[config.mk]
export PLATFORM = sky130hd
export DESIGN_NAME = bootcfg_loader
export DESIGN_NICKNAME = d
export VERILOG_FILES = /design/src/rtl/bootcfg_pkg.sv /design/src/rtl/bootcfg_clkdiv.sv /design/src/rtl/bootcfg_shifter.sv /design/src/rtl/bootcfg_decode.sv /design/src/rtl/bootcfg_loader.sv
export SDC_FILE = /design/constraint.sdc
export NUM_CORES = 1
export LEC_CHECK = 0
export ABC_CLOCK_PERIOD_IN_PS = 2050
export BUFFER_PORTS_ARGS = -buffer_cell sky130_fd_sc_hd__buf_4
export CAP_MARGIN = 20
export CORE_AREA = 4 4 234 236
export CTS_BUF_LIST = sky130_fd_sc_hd__clkbuf_4
export CTS_CLUSTER_SIZE = 24
export DETAILED_ROUTE_END_ITERATION = 10
export DIE_AREA = 0 0 238 240
export GPL_TIMING_DRIVEN = 0
export HOLD_SLACK_MARGIN = 0.03
export PLACE_DENSITY = 0.63
export SLEW_MARGIN = 15
export SYNTH_ARGS = -nofsm -noshare
export SYNTH_HDL_FRONTEND = slang
export SYNTH_SLANG_ARGS = --single-unit
[constraint.sdc]
create_clock -name clk_i -period 2.05 [get_ports clk_i]
set_input_delay 0.5125 -clock clk_i [delete_from_list [all_inputs] [get_ports clk_i]]
set_output_delay 0.5125 -clock clk_i [all_outputs]
set_load 0.02 [all_outputs]
[src/rtl/bootcfg_pkg.sv]
package bootcfg_pkg;

    // Positions inside the mode vector that the decoder interprets.
    localparam int unsigned ENDIAN_BIT = 8;
    localparam int unsigned DRV_LO_BIT = 13;
    localparam int unsigned DRV_HI_BIT = 14;
    localparam int unsigned STRAP_A_BIT = 20;
    localparam int unsigned STRAP_B_BIT = 33;
    localparam int unsigned STRAP_C_BIT = 37;
    localparam int unsigned STRAP_COUNT = 3;
    localparam int unsigned MIN_STREAM = STRAP_C_BIT + 1;

    // Monotonic drive-speed level presented to the pad ring.
    typedef enum logic [1:0] {
        DRV_SLOWEST = 2'd0,
        DRV_SLOW    = 2'd1,
        DRV_FAST    = 2'd2,
        DRV_FASTEST = 2'd3
    } drive_lvl_e;

    // The field code is not ordered by speed; map it to a level.
    function automatic drive_lvl_e drive_from_code(input logic [1:0] code);
        drive_lvl_e lvl;
        unique case (code)
            2'b10:   lvl = DRV_FASTEST;
            2'b11:   lvl = DRV_FAST;
            2'b00:   lvl = DRV_SLOW;
            default: lvl = DRV_SLOWEST;
        endcase
        return lvl;
    endfunction

endpackage

[src/rtl/bootcfg_clkdiv.sv]
module bootcfg_clkdiv #(
    parameter int unsigned DIV_RATIO = 256
) (
    input  logic clk_i,
    input  logic clr_i,
    input  logic run_i,
    output logic mclk_o,
    output logic sample_o
);
    localparam int unsigned CW   = (DIV_RATIO > 2) ? $clog2(DIV_RATIO) : 1;
    localparam int unsigned HALF = DIV_RATIO / 2;
    localparam logic [CW-1:0] WRAP_AT   = CW'(DIV_RATIO - 1);
    localparam logic [CW-1:0] SAMPLE_AT = CW'(HALF - 1);
    localparam logic [CW-1:0] HIGH_FROM = CW'(HALF);

    typedef struct packed {
        logic [CW-1:0] phase;
        logic          mclk;
    } div_state_t;

    div_state_t st_d, st_q;

    always_comb begin
        st_d = st_q;
        if (clr_i || !run_i) begin
            st_d.phase = '0;
            st_d.mclk  = 1'b0;
        end else begin
            st_d.phase = (st_q.phase == WRAP_AT) ? '0 : st_q.phase + 1'b1;
            st_d.mclk  = (st_d.phase >= HIGH_FROM);
        end
    end

    always_ff @(posedge clk_i) begin
        st_q <= st_d;
    end

    // Data is taken on the same system edge that drives the mode clock high.
    assign sample_o = run_i && !clr_i && (st_q.phase == SAMPLE_AT);
    assign mclk_o   = st_q.mclk;

endmodule

[src/rtl/bootcfg_shifter.sv]
module bootcfg_shifter #(
    parameter int unsigned STREAM_BITS = 256
) (
    input  logic                   clk_i,
    input  logic                   clr_i,
    input  logic                   sample_i,
    input  logic                   din_i,
    output logic [STREAM_BITS-1:0] vec_o,
    output logic                   full_o
);
    localparam int unsigned CW = $clog2(STREAM_BITS + 1);
    localparam logic [CW-1:0] LAST_POS = CW'(STREAM_BITS - 1);

    typedef struct packed {
        logic [STREAM_BITS-1:0] vec;
        logic [CW-1:0]          pos;
        logic                   full;
    } sh_state_t;

    sh_state_t st_d, st_q;

    always_comb begin
        st_d = st_q;
        if (clr_i) begin
            st_d.vec  = '0;
            st_d.pos  = '0;
            st_d.full = 1'b0;
        end else if (sample_i && !st_q.full) begin
            // Least significant bit first: each new bit enters at the top and
            // moves down, so the first bit ends at index 0.
            st_d.vec  = {din_i, st_q.vec[STREAM_BITS-1:1]};
            st_d.pos  = st_q.pos + 1'b1;
            st_d.full = (st_q.pos == LAST_POS);
        end
    end

    always_ff @(posedge clk_i) begin
        st_q <= st_d;
    end

    assign vec_o  = st_q.vec;
    assign full_o = st_q.full;

endmodule

[src/rtl/bootcfg_decode.sv]
module bootcfg_decode
    import bootcfg_pkg::*;
(
    input  logic                   valid_i,
    input  logic                   endian_bit_i,
    input  logic                   endian_pin_i,
    input  logic [1:0]             drive_code_i,
    input  logic [STRAP_COUNT-1:0] strap_i,
    output logic                   big_endian_o,
    output logic [1:0]             drive_lvl_o,
    output logic                   strap_err_o
);
    typedef struct packed {
        logic       big_endian;
        drive_lvl_e drive;
        logic       strap_err;
    } dec_out_t;

    dec_out_t out_d;
    logic     strap_ok;

    // Every mandatory bit must be set; reduce them through a generated chain.
    logic [STRAP_COUNT:0] ok_chain;
    assign ok_chain[0] = 1'b1;
    for (genvar g = 0; g < STRAP_COUNT; g++) begin : g_strap
        assign ok_chain[g+1] = ok_chain[g] & strap_i[g];
    end
    assign strap_ok = ok_chain[STRAP_COUNT];

    always_comb begin
        out_d = '0;
        if (valid_i) begin
            out_d.big_endian = endian_pin_i | endian_bit_i;
            out_d.drive      = drive_from_code(drive_code_i);
            out_d.strap_err  = !strap_ok;
        end
    end

    assign big_endian_o = out_d.big_endian;
    assign drive_lvl_o  = out_d.drive;
    assign strap_err_o  = out_d.strap_err;

endmodule

[src/rtl/bootcfg_loader.sv]
module bootcfg_loader
    import bootcfg_pkg::*;
#(
    parameter int unsigned DIV_RATIO   = 256,
    parameter int unsigned STREAM_BITS = 256
) (
    input  logic                   clk_i,
    input  logic                   pwr_good_i,
    input  logic                   mode_din_i,
    input  logic                   endian_pin_i,
    output logic                   mode_clk_o,
    output logic                   done_o,
    output logic [STREAM_BITS-1:0] mode_vec_o,
    output logic                   big_endian_o,
    output logic [1:0]             drive_lvl_o,
    output logic                   strap_err_o
);
    typedef struct packed {
        logic                   done;
        logic [STREAM_BITS-1:0] cfg;
    } top_state_t;

    top_state_t st_d, st_q;

    logic                   clr;
    logic                   run;
    logic                   sample;
    logic                   full;
    logic [STREAM_BITS-1:0] shift_vec;

    // Power-good low is a synchronous clear for the whole block.
    assign clr = !pwr_good_i;
    assign run = pwr_good_i && !full;

    bootcfg_clkdiv #(
        .DIV_RATIO (DIV_RATIO)
    ) u_clkdiv (
        .clk_i    (clk_i),
        .clr_i    (clr),
        .run_i    (run),
        .mclk_o   (mode_clk_o),
        .sample_o (sample)
    );

    bootcfg_shifter #(
        .STREAM_BITS (STREAM_BITS)
    ) u_shifter (
        .clk_i    (clk_i),
        .clr_i    (clr),
        .sample_i (sample),
        .din_i    (mode_din_i),
        .vec_o    (shift_vec),
        .full_o   (full)
    );

    always_comb begin
        st_d = st_q;
        if (clr) begin
            st_d.done = 1'b0;
            st_d.cfg  = '0;
        end else if (full && !st_q.done) begin
            // The last bit landed on the previous edge; publish it once.
            st_d.done = 1'b1;
            st_d.cfg  = shift_vec;
        end
    end

    always_ff @(posedge clk_i) begin
        st_q <= st_d;
    end

    assign done_o     = st_q.done;
    assign mode_vec_o = st_q.cfg;

    bootcfg_decode u_decode (
        .valid_i      (st_q.done),
        .endian_bit_i (st_q.cfg[ENDIAN_BIT]),
        .endian_pin_i (endian_pin_i),
        .drive_code_i (st_q.cfg[DRV_HI_BIT:DRV_LO_BIT]),
        .strap_i      ({st_q.cfg[STRAP_C_BIT], st_q.cfg[STRAP_B_BIT], st_q.cfg[STRAP_A_BIT]}),
        .big_endian_o (big_endian_o),
        .drive_lvl_o  (drive_lvl_o),
        .strap_err_o  (strap_err_o)
    );

    initial begin
        if (STREAM_BITS < MIN_STREAM) $error("STREAM_BITS too small for decoded fields");
        if (DIV_RATIO < 2) $error("DIV_RATIO must be at least 2");
    end

endmodule

==> flow_metrics.tcl, run 1 <==
set metrics [dict create \
    worst_setup_path_end_kind "primary output" \
    core_sq_mm 0.0524 \
    clockRootBuffer "clkbuf_4" \
    cts-buffers-inserted 144 \
    syn_inst 2325 \
    grt_antenna_before_repair 2 \
    areaGrowthSynthToFinish_pct 36.7 \
    r2r_end "u_shifter.st_q[6]" \
    criticalPathCategory "flip-flop to primary output" \
    gp_congestion 0.769 \
    synth_ff_type "dfxtp_1" \
    yosysWarnings 0 \
    routed_wl_mm 50.9 \
    overflow 0 \
    skew_ns 0.0436 \
    grt_start_max_net_pins 17 \
    arrival_ns 1.68 \
    grt_pass1_vias 16131 \
    r2r_start "u_clkdiv.st_q[2]" \
    synth.distinct_cells 31 \
    rows 84 \
    via_per_inst 4.71 \
    hold_path_depth 4 \
    port_buffers 265 \
    crit_fanout 3 \
    wl_per_cell_um 14.2 \
    synth-seq-area-share 0.584 \
    fin_hold_ws_ns 0.367 \
    p_leak_nw 8.95 \
    dieWidth_um 238 \
    dpl.hpwl_mm 35.0 \
    min_to "u_shifter.vec_o[255]" \
    yosysMostFrequentCell "nand2_1" \
    cts.sink_count 531 \
    grtUsageTotal 0.173 \
    reg2reg_depth 6 \
    syn_avg_cell_area_sq_um 7.83 \
    fin_nets 2806 \
    grt_pass1_wl_mm 80.5 \
    htree_levels 4 \
    ys_ff_latch 531 \
    synth_top_area_cell "dfxtp_1" \
    critPathRequiredTime_ns 1.54 \
    maxCapViolCount 0 \
    irDropWorstVdd_uv 506 \
    synth_edf_count 0 \
    powerDensity_mw_per_mm2 802 \
    antenna_left 0 \
    worst_slew_pin_slew_ns 0.975 \
    power_mw 20.0 \
    insertion_delay_ns 0.97 \
    violations "setup timing" \
    cts_tree "built" \
    relSlewSlack 0.350 \
    vias 16871 \
    first_pass_iters 5 \
    final.min_clock_period_ns 2.19 \
    r2r_slack_ns 0.06 \
    synth_area_sq_mm 0.0182 \
    cts_buffer_depth 3 \
    num_io_pins 266 \
    synthArstFlopShare 0 \
    dieArea_sq_mm 0.0571 \
    netlist.area_leader.share 0.584 \
    drc_errors 0 \
    status "finished, violations left" \
    hold_viol 0 \
    initial_utilization 0.347 \
    hp-start "mode_din_i" \
    setup_violations 6 \
    die_height_um 240 \
    drive_above_1_share 0.306 \
    slew_violations 0 \
    setup_ws_ns -0.142 \
    ys_top_cells_by_count "nand2_1 (1034), dfxtp_1 (531), a21oi_1 (522)" \
    synth.area.top_cells "dfxtp_1 (58%), nand2_1 (21%), a21oi_1 (14%)" \
    drt_iter0_drc 746 \
    worstHoldPathType "input pin to flip-flop" \
    worstSetupStartpointType "flip-flop" \
    rsz0062_at_grt "yes" \
    fmax_mhz 456 \
    synthesis.nets 2332 \
    clkSlewWorstSetupHoldPaths_ns 0.06 \
    fin_crit_sh 1.07 \
]
## cell families after synthesis
group                      after synthesis  synth area share
and+or+nand+nor                       1074             0.226
AOI/OAI and AO/OA                      532             0.147
DFF                                    531             0.584
buffers and inverters                  179            0.0385
xor gates and xnor gates                 6           0.00289
adders and majority gates                3           0.00206
## layer usage
layer / vias up / GRT usage / wire [um]
li1: 8501 / - / -
met1: 7839 / 0.208 / 22100
met2: 443 / 0.287 / 24400
met3: 86 / 0.0598 / 3260
met4: 2 / 0.0644 / 1020
met5: - / 0 / 20
## area by class of cell
cell class	instances	area (sq um)
multi-input cells	1615	6930
repair buffers	328	3470
clock buffers	198	1490
flip-flops and latches	531	11000
plain buffers	175	806
well taps	688	861
clock inverters	41	318
diodes	5	12.5
fillers	5039	27600
inverters	4	17.5
## state kept, by name, indices dropped and copies added (netlist names)
signal and cells:
done_o 1, mode_vec_o 256, u_clkdiv.mclk_o 1, u_clkdiv.st_q 7
u_shifter.full_o 1, u_shifter.st_q 9, u_shifter.vec_o 256
## critical path: stages, from the launching register on
cell and delay (ns):
dfxtp_4 0.36, buf_12 0.13, and2_4 0.13, buf_6 0.12
## cells in the final DEF (no fill, tap or decap), types with 4 or more instances in the layout
cell type   synthesis  routed
a21oi_1           522     522
buf_1              16      12
clkinvlp_4          0       4
nand3_1             4       4
buf_6               1     262
clkbuf_2            1      43
dfxtp_2             0     251
clkbuf_4            0     205
o21ai_0             4       4
bufinv_16           0       5
diode_2             0       5
clkbuf_1          143      89
or4_1               4       4
xnor2_1             4       4
buf_2              13      18
dfxtp_1           531     271
nand2_1          1034    1034
clkinv_1            0      24
buf_4               1      65
nor2_1             18      16
dfxtp_4             0       9
## through the flow
| step | cells | TNS [ns] | utilization | setup WS [ns] | cell area, sq um |
|---|---|---|---|---|---|
| after floorplan | 2325 | 0 | - | 0.105 | 18200 |
| after global placement | 3278 | -328.46 | 0.401 | -0.961 | 21100 |
| after detailed placement | 3278 | -330.31 | 0.401 | -0.910 | 21100 |
| after CTS | 3558 | -5.89 | 0.470 | -0.303 | 24600 |
| after global routing | 3581 | -4.07 | 0.474 | -0.314 | 24900 |
| final | 3585 | -0.515 | 0.474 | -0.142 | 24900 |
## worst max path at each step
stage	startpoint	to	slack, ns	cells after the start
floorplan	u_clkdiv.st_q[1]	u_shifter.st_q[7]	0.11	8
global placement	pwr_good_i	mode_vec_o[23]	-0.96	6
detailed placement	pwr_good_i	mode_vec_o[53]	-0.91	6
CTS	done_o	strap_err_o	-0.30	3
global route	done_o	drive_lvl_o[0]	-0.31	3
finish	done_o	drive_lvl_o[1]	-0.14	3
## power breakdown
group / total (mW) / internal [mW] / leakage, nW / switching (mW)
Sequential: 10.3 / 10.3 / 4.41 / 0.00865
Combinational: 0.246 / 0.0436 / 3.48 / 0.202
Clock: 9.41 / 5.08 / 1.05 / 4.33
Total: 20.0 / 15.4 / 8.95 / 4.54
## timing repair
action	4_1_cts	5_1_grt
setup buffers	39	22
hold buffers	2	0
endpoints found under the setup margin	766	446
hold endpoints to repair	6	0
pin swaps	1	1
gates resized for setup	582	55
No activity file was read; power rests on OpenSTA's default activity.
==> run 2, diff against run 1 <==
--- a/config.mk
+++ b/config.mk
@@ -8,15 +8,16 @@
 export ABC_CLOCK_PERIOD_IN_PS = 2050
 export BUFFER_PORTS_ARGS = -buffer_cell sky130_fd_sc_hd__buf_4
 export CAP_MARGIN = 20
-export CORE_AREA = 4 4 234 236
+export CORE_AREA = 4 4 256 258
 export CTS_BUF_LIST = sky130_fd_sc_hd__clkbuf_4
 export CTS_CLUSTER_SIZE = 24
 export DETAILED_ROUTE_END_ITERATION = 10
-export DIE_AREA = 0 0 238 240
+export DIE_AREA = 0 0 260 262
 export GPL_TIMING_DRIVEN = 0
 export HOLD_SLACK_MARGIN = 0.03
-export PLACE_DENSITY = 0.63
+export PLACE_DENSITY = 0.62
 export SLEW_MARGIN = 15
 export SYNTH_ARGS = -nofsm -noshare
 export SYNTH_HDL_FRONTEND = slang
+export SYNTH_HIERARCHICAL = 1
 export SYNTH_SLANG_ARGS = --single-unit
==> run 2 against run 1 <==
Net effect: the flow still finishes with violations (setup timing); routed wire length grew 8.5%; setup slack gained 0.020 ns; clock power shrank 3.5%; hold slack lost 0.19 ns; clock-buffer cell count grew 16; core utilization shrank 1.9 points; fmax grew 0.90%; design area grew 15%; largest cell class unchanged; largest power group unchanged; highest routed layer is now met4.
==> flow_metrics.tcl, run 2 <==
set metrics [dict create \
    die_height_um 262 \
    final_cell_count_no_fill 3973 \
    clkSlewWorstSetupHoldPaths_ns 0.06 \
    power_frac_seq 0.522 \
    worstSetupStartpointType "flip-flop" \
    syn_avg_cell_area_sq_um 8.53 \
    synthArstFlopShare 0 \
    crit_path_top_delay_cell "dfxtp_4" \
    grt_pass1_wl_mm 88.0 \
    reg2reg_depth 8 \
    p_comb_frac 0.018 \
    layout_common_cells "nand2_1 (1031), buf_4 (306), buf_6 (284), dfxtp_1 (276), a21oi_1 (263)" \
    setup_ws_ns -0.123 \
    setup_tns_ns -0.412 \
    hold_path_depth 4 \
    drive_above_1_share 0.379 \
    layout_commonest_cell "nand2_1" \
    synth_adder_area_share 0.00171 \
    overflow 0 \
    final.min_clock_period_ns 2.17 \
    grtUsageTotal 0.161 \
    yosysMostFrequentCell "nand2_1" \
    wl_per_cell_um 13.9 \
    synth_area_sq_mm 0.0220 \
    worst_slew_pin_slew_ns 1.07 \
    criticalPathCategory "flip-flop to primary output" \
    netlist.area_leader.share 0.484 \
    insertion_delay_ns 0.94 \
    skew_ns 0.0507 \
    htree_levels 4 \
    arrival_ns 1.66 \
    rows 92 \
    p_leak_nw 10.7 \
    powerDensity_mw_per_mm2 690 \
    drc_errors 0 \
    rsz0062_at_grt "yes" \
    irDropWorstVdd_uv 384 \
    muxShareOfSynthArea 0.116 \
    worst_setup_path_end_kind "primary output" \
    synth_compound_area_frac 0.0649 \
    cell_internal_pwr_mw 15.1 \
    areaGrowthSynthToFinish_pct 30.3 \
    worstHoldPathType "input pin to flip-flop" \
    synth.distinct_cells 36 \
    num-fill-cells 6269 \
    ys_top_cells_by_count "nand2_1 (1031), dfxtp_1 (532), a21oi_1 (265)" \
    ys_ff_latch 532 \
    routed_wl_mm 55.2 \
    use_met3 0.0513 \
    grt_util_met1 0.195 \
    port_buffers 264 \
    status "finished, violations left" \
    worstPathCellList "inv_8, nor2_1, buf_4" \
    slew_violations 0 \
    synth.area.top_cells "dfxtp_1 (48%), nand2_1 (18%), mux2i_1 (12%)" \
    grt_antenna_before_repair 3 \
    cp_slowest_stage_delay_ns 0.40 \
    synth_top_family_by_area "simple AND/OR/NAND/NOR gates" \
    dp_cells 3691 \
    antenna_left 0 \
    crit_fanout 4 \
    cts.sink_count 532 \
    violations "setup timing" \
    num_io_pins 266 \
    top_usage_layer "met2" \
    cts_tree "built" \
    dpl.hpwl_mm 37.5 \
    use_met2 0.260 \
    first_pass_iters 6 \
    fin_crit_sh 1.06 \
    relSlewSlack 0.285 \
    cts_buffer_depth 3 \
    drt_iter0_drc 774 \
    p_switching_mw 4.64 \
    p_sw_frac 0.235 \
    cts-buffers-inserted 146 \
    dieArea_sq_mm 0.0681 \
    grt_start_max_net_pins 17 \
    synthXorXnorAreaFrac 0.00199 \
    via_per_inst 4.38 \
    clockRootBuffer "clkbuf_4" \
    synthSimpleGateAreaFrac 0.186 \
    synthesis.nets 2588 \
    synth-seq-area-share 0.484 \
    synth_edf_count 0 \
    critPathRequiredTime_ns 1.54 \
    maxCapViolCount 0 \
    synth_ff_type "dfxtp_1" \
    core_sq_mm 0.0630 \
    vias 17406 \
    dieWidth_um 260 \
    syn_inst 2581 \
    fmax_mhz 460 \
    synth_top_area_cell "dfxtp_1" \
    grt_pass1_vias 17064 \
    hold_viol 0 \
    setup_violations 5 \
    initial_utilization 0.349 \
    power_frac_clock 0.459 \
    yosysWarnings 6 \
    fin_nets 3036 \
    gp_congestion 0.755 \
]
run 2: cell type report:
| class | count | area, sq um | share of cell area |
|---|---|---|---|
| Sequential cell | 532 | 11000 | 0.383 |
| Multi-Input combinational cell | 1611 | 8220 | 0.287 |
| Buffer | 432 | 3400 | 0.119 |
| Timing Repair Buffer | 300 | 3230 | 0.113 |
| Clock buffer | 214 | 1610 | 0.0561 |
| Tap cell | 846 | 1060 | 0.0369 |
| Clock inverter | 28 | 114 | 0.00397 |
| Inverter | 6 | 32.5 | 0.00114 |
| Antenna cell | 4 | 10.0 | 0.000349 |
run 2: final timing paths:
check                                       endpoint                  from  slack (ns)
worst max-delay path                    big_endian_o                done_o       -0.12
worst min-delay path                  mode_vec_o[24]            pwr_good_i        0.17
worst max register to register     u_shifter/st_q[4]      u_clkdiv/st_q[5]        0.05
worst min register to register  u_shifter/vec_o[132]  u_shifter/vec_o[133]        0.42
run 2: cells by family (layout without fill, tap and decap cells):
logic type                 after synthesis  in the layout
DFF                                    532            532
buffers and inverters                  438            980
xor gates and xnor gates                 5              5
and+or+nand+nor                       1069           1069
AOI/OAI and AO/OA                      278            278
adders and majority gates                3              3
muxes                                  256            256
other                                    0              4
run 2: power by group through the flow:
stage          Combinational [mW]  Clock, mW  Sequential, mW
2_1_floorplan               0.229          0            10.6
3_3_place_gp                0.364          0            10.6
3_5_place_dp                0.363          0            10.6
4_1_cts                     0.367       9.55            10.3
5_1_grt                     0.402       10.1            10.3
6_report                    0.358       9.08            10.3
run 2: through the flow:
stage | total power, mW | util | worst slack (ns) | hold slack (ns) | cell area, sq um
3_3_place_gp | 10.9 | 0.399 | -0.794 | 0.444 | 25100
3_5_place_dp | 10.9 | 0.399 | -0.801 | 0.448 | 25100
4_1_cts | 20.2 | 0.451 | -0.293 | 0.0301 | 28400
5_1_grt | 20.8 | 0.455 | -0.279 | 0.0963 | 28700
2_1_floorplan | 10.8 | - | -0.127 | 0.437 | 22100
6_report | 19.8 | 0.455 | -0.123 | 0.173 | 28700
run 2: per-layer routing:
| layer | vias up | routed length [um] |
|---|---|---|
| met4 | 0 | 1610 |
| li1 | 8994 | - |
| met5 | - | 0 |
| met1 | 7964 | 24200 |
| met3 | 103 | 3280 |
| met2 | 345 | 26100 |
run 2: critical path, delay by kind of cell (launching register included):
| family | cells | cell delay (ns) |
|---|---|---|
| buffers and inverters | 2 | 0.21 |
| DFF | 1 | 0.40 |
| and+or+nand+nor | 1 | 0.13 |
run 2: repair_timing:
| action | in CTS | in global routing |
|---|---|---|
| cloned | 0 | 1 |
| endpoints found under the hold margin | 4 | 0 |
| setup endpoints to repair | 456 | 258 |
| hold buffers | 2 | 0 |
| setup buffers | 26 | 7 |
| resized for setup | 539 | 61 |
| pin swaps | 2 | 1 |
==> run 3, diff against run 2 <==
--- a/config.mk
+++ b/config.mk
@@ -8,14 +8,15 @@
 export ABC_CLOCK_PERIOD_IN_PS = 2050
 export BUFFER_PORTS_ARGS = -buffer_cell sky130_fd_sc_hd__buf_4
 export CAP_MARGIN = 20
-export CORE_AREA = 4 4 256 258
+export CORE_AREA = 2 2 254 256
 export CTS_BUF_LIST = sky130_fd_sc_hd__clkbuf_4
 export CTS_CLUSTER_SIZE = 24
 export DETAILED_ROUTE_END_ITERATION = 10
-export DIE_AREA = 0 0 260 262
+export DIE_AREA = 0 0 256 258
 export GPL_TIMING_DRIVEN = 0
 export HOLD_SLACK_MARGIN = 0.03
 export PLACE_DENSITY = 0.62
+export RECOVER_POWER = 100
 export SLEW_MARGIN = 15
 export SYNTH_ARGS = -nofsm -noshare
 export SYNTH_HDL_FRONTEND = slang
==> run 3 against run 2 <==
Net effect: the run still ends with setup timing left; largest cell class unchanged; via count increased by 0.67%; non-clock buffer count is 19 higher; clock power rose by 6.9%; combinational power increased by 1%; sequential power hardly changed; global-route usage up 0.34 points; die area down 3.0%; first-iteration DRC count decreased by 7.0%; critical path depth did not move; register-to-register slack worse by 0.11 ns; clock skew is 0.0077 ns higher; final cell count increased by 1.1%.
==> flow_metrics.tcl, run 3 (synthesis gave the netlist of run 2 again) <==
set metrics [dict create \
    dp_slack_ns -0.795 \
    cts-buffers-inserted 150 \
    layout_common_cells "nand2_1 (1031), buf_4 (359), dfxtp_1 (295), a21oi_1 (264), mux2i_1 (256)" \
    critPathRequiredTime_ns 1.54 \
    crit_fanout 3 \
    use_met2 0.275 \
    hold_viol 0 \
    initial_utilization 0.346 \
    final.min_clock_period_ns 2.16 \
    powerDensity_mw_per_mm2 718 \
    status "finished, violations left" \
    arrival_ns 1.65 \
    worstHoldPathType "input pin to flip-flop" \
    power_mw 20.4 \
    fin_crit_sh 1.05 \
    core_sq_mm 0.0636 \
    num-fill-cells 6374 \
    violations "setup timing" \
    areaGrowthSynthToFinish_pct 29.1 \
    cts_buffer_depth 3 \
    skew_ns 0.0584 \
    first_pass_iters 6 \
    maxCapViolCount 0 \
    wl_per_cell_um 13.6 \
    fin_nets 3059 \
    num_io_pins 266 \
    htree_levels 4 \
    dieWidth_um 256 \
    slew_violations 0 \
    worst_slew_pin_slew_ns 1.03 \
    drc_errors 0 \
    final-seq-area_sq_mm 0.0110 \
    grt_util_met1 0.189 \
    grt_pass1_wl_mm 87.4 \
    setup_violations 41 \
    fin_hold_ws_ns 0.168 \
    setup_tns_ns -0.903 \
    crit_path_top_delay_cell "dfxtp_4" \
    reg2reg_depth 7 \
    irDropWorstVdd_uv 388 \
    top_usage_layer "met2" \
    cts.sink_count 532 \
    clkSlewWorstSetupHoldPaths_ns 0.06 \
    setup_ws_ns -0.112 \
    layout_commonest_cell "nand2_1" \
    worstPathCellList "inv_6, a31oi_4, buf_6" \
    insertion_delay_ns 0.97 \
    drive_above_1_share 0.375 \
    grt_antenna_before_repair 2 \
    grt_pass1_vias 17335 \
    dieArea_sq_mm 0.0660 \
    relSlewSlack 0.314 \
    drt_iter0_drc 720 \
    overflow 0 \
    criticalPathCategory "flip-flop to primary output" \
    routed_wl_mm 54.5 \
    worst_setup_path_end_kind "primary output" \
    rsz0062_at_grt "yes" \
    worstSetupStartpointType "flip-flop" \
    dpl.hpwl_mm 37.1 \
    grtUsageTotal 0.164 \
    p_leak_nw 10.7 \
    die_height_um 258 \
    cts_tree "built" \
    rows 93 \
    cp_slowest_stage_delay_ns 0.38 \
    hold_path_depth 5 \
    via_per_inst 4.36 \
    multi_input_area_sq_mm 0.00819 \
    grt_start_max_net_pins 17 \
    port_buffers 264 \
    gp_congestion 0.759 \
    antenna_left 0 \
    clockRootBuffer "clkbuf_4" \
    fmax_mhz 463 \
    vias 17522 \
    use_met3 0.0611 \
]
## run 3: critical path, delay by kind of cell (launching register included)
family,cells,cell delay [ns]
DFF,1,0.38
buffers and inverters,2,0.20
AOI/OAI and AO/OA,1,0.14
## run 3: worst paths after layout
check,to,from,slack (ns)
max,strap_err_o,done_o,-0.11
min reg2reg,u_shifter/vec_o[215],u_shifter/vec_o[216],0.43
max reg2reg,mode_vec_o[235],done_o,-0.06
min,mode_vec_o[248],pwr_good_i,0.17
## run 3: timing repair
action	in CTS	in global routing
endpoints found under the setup margin	454	377
hold buffers	7	0
endpoints found under the hold margin	15	0
pin swaps	1	4
resized for setup	527	33
setup buffers	24	24
## run 3: area by class of cell
type	count	share of cell area
Sequential cell	532	0.387
Clock inverter	27	0.00630
Tap cell	855	0.0377
Antenna cell	7	0.000617
Inverter	6	0.00106
Buffer	432	0.104
Clock buffer	226	0.0597
Timing Repair Buffer	319	0.115
Multi-Input combinational cell	1611	0.288
## run 3: metrics by stage
stage                      util  std cells  area (sq um)
after global placement    0.394       3700         25100
after CTS                 0.449       3984         28600
after detailed placement  0.394       3700         25100
final                     0.446       4015         28400
after global routing      0.446       4010         28400
after floorplan               -       2581         22100
## run 3: per-layer routing
metal / routed length [um] / part of all wire
met1: 23700 / 0.43
met2: 26100 / 0.48
met3: 3480 / 0.064
met4: 1320 / 0.024
met5: 0 / 0
## run 3: where the power goes
group	switching, mW	internal [mW]	leakage, nW
logic	0.292	0.0701	5.21
registers	0.00195	10.3	4.41
clock network	4.47	5.24	1.12
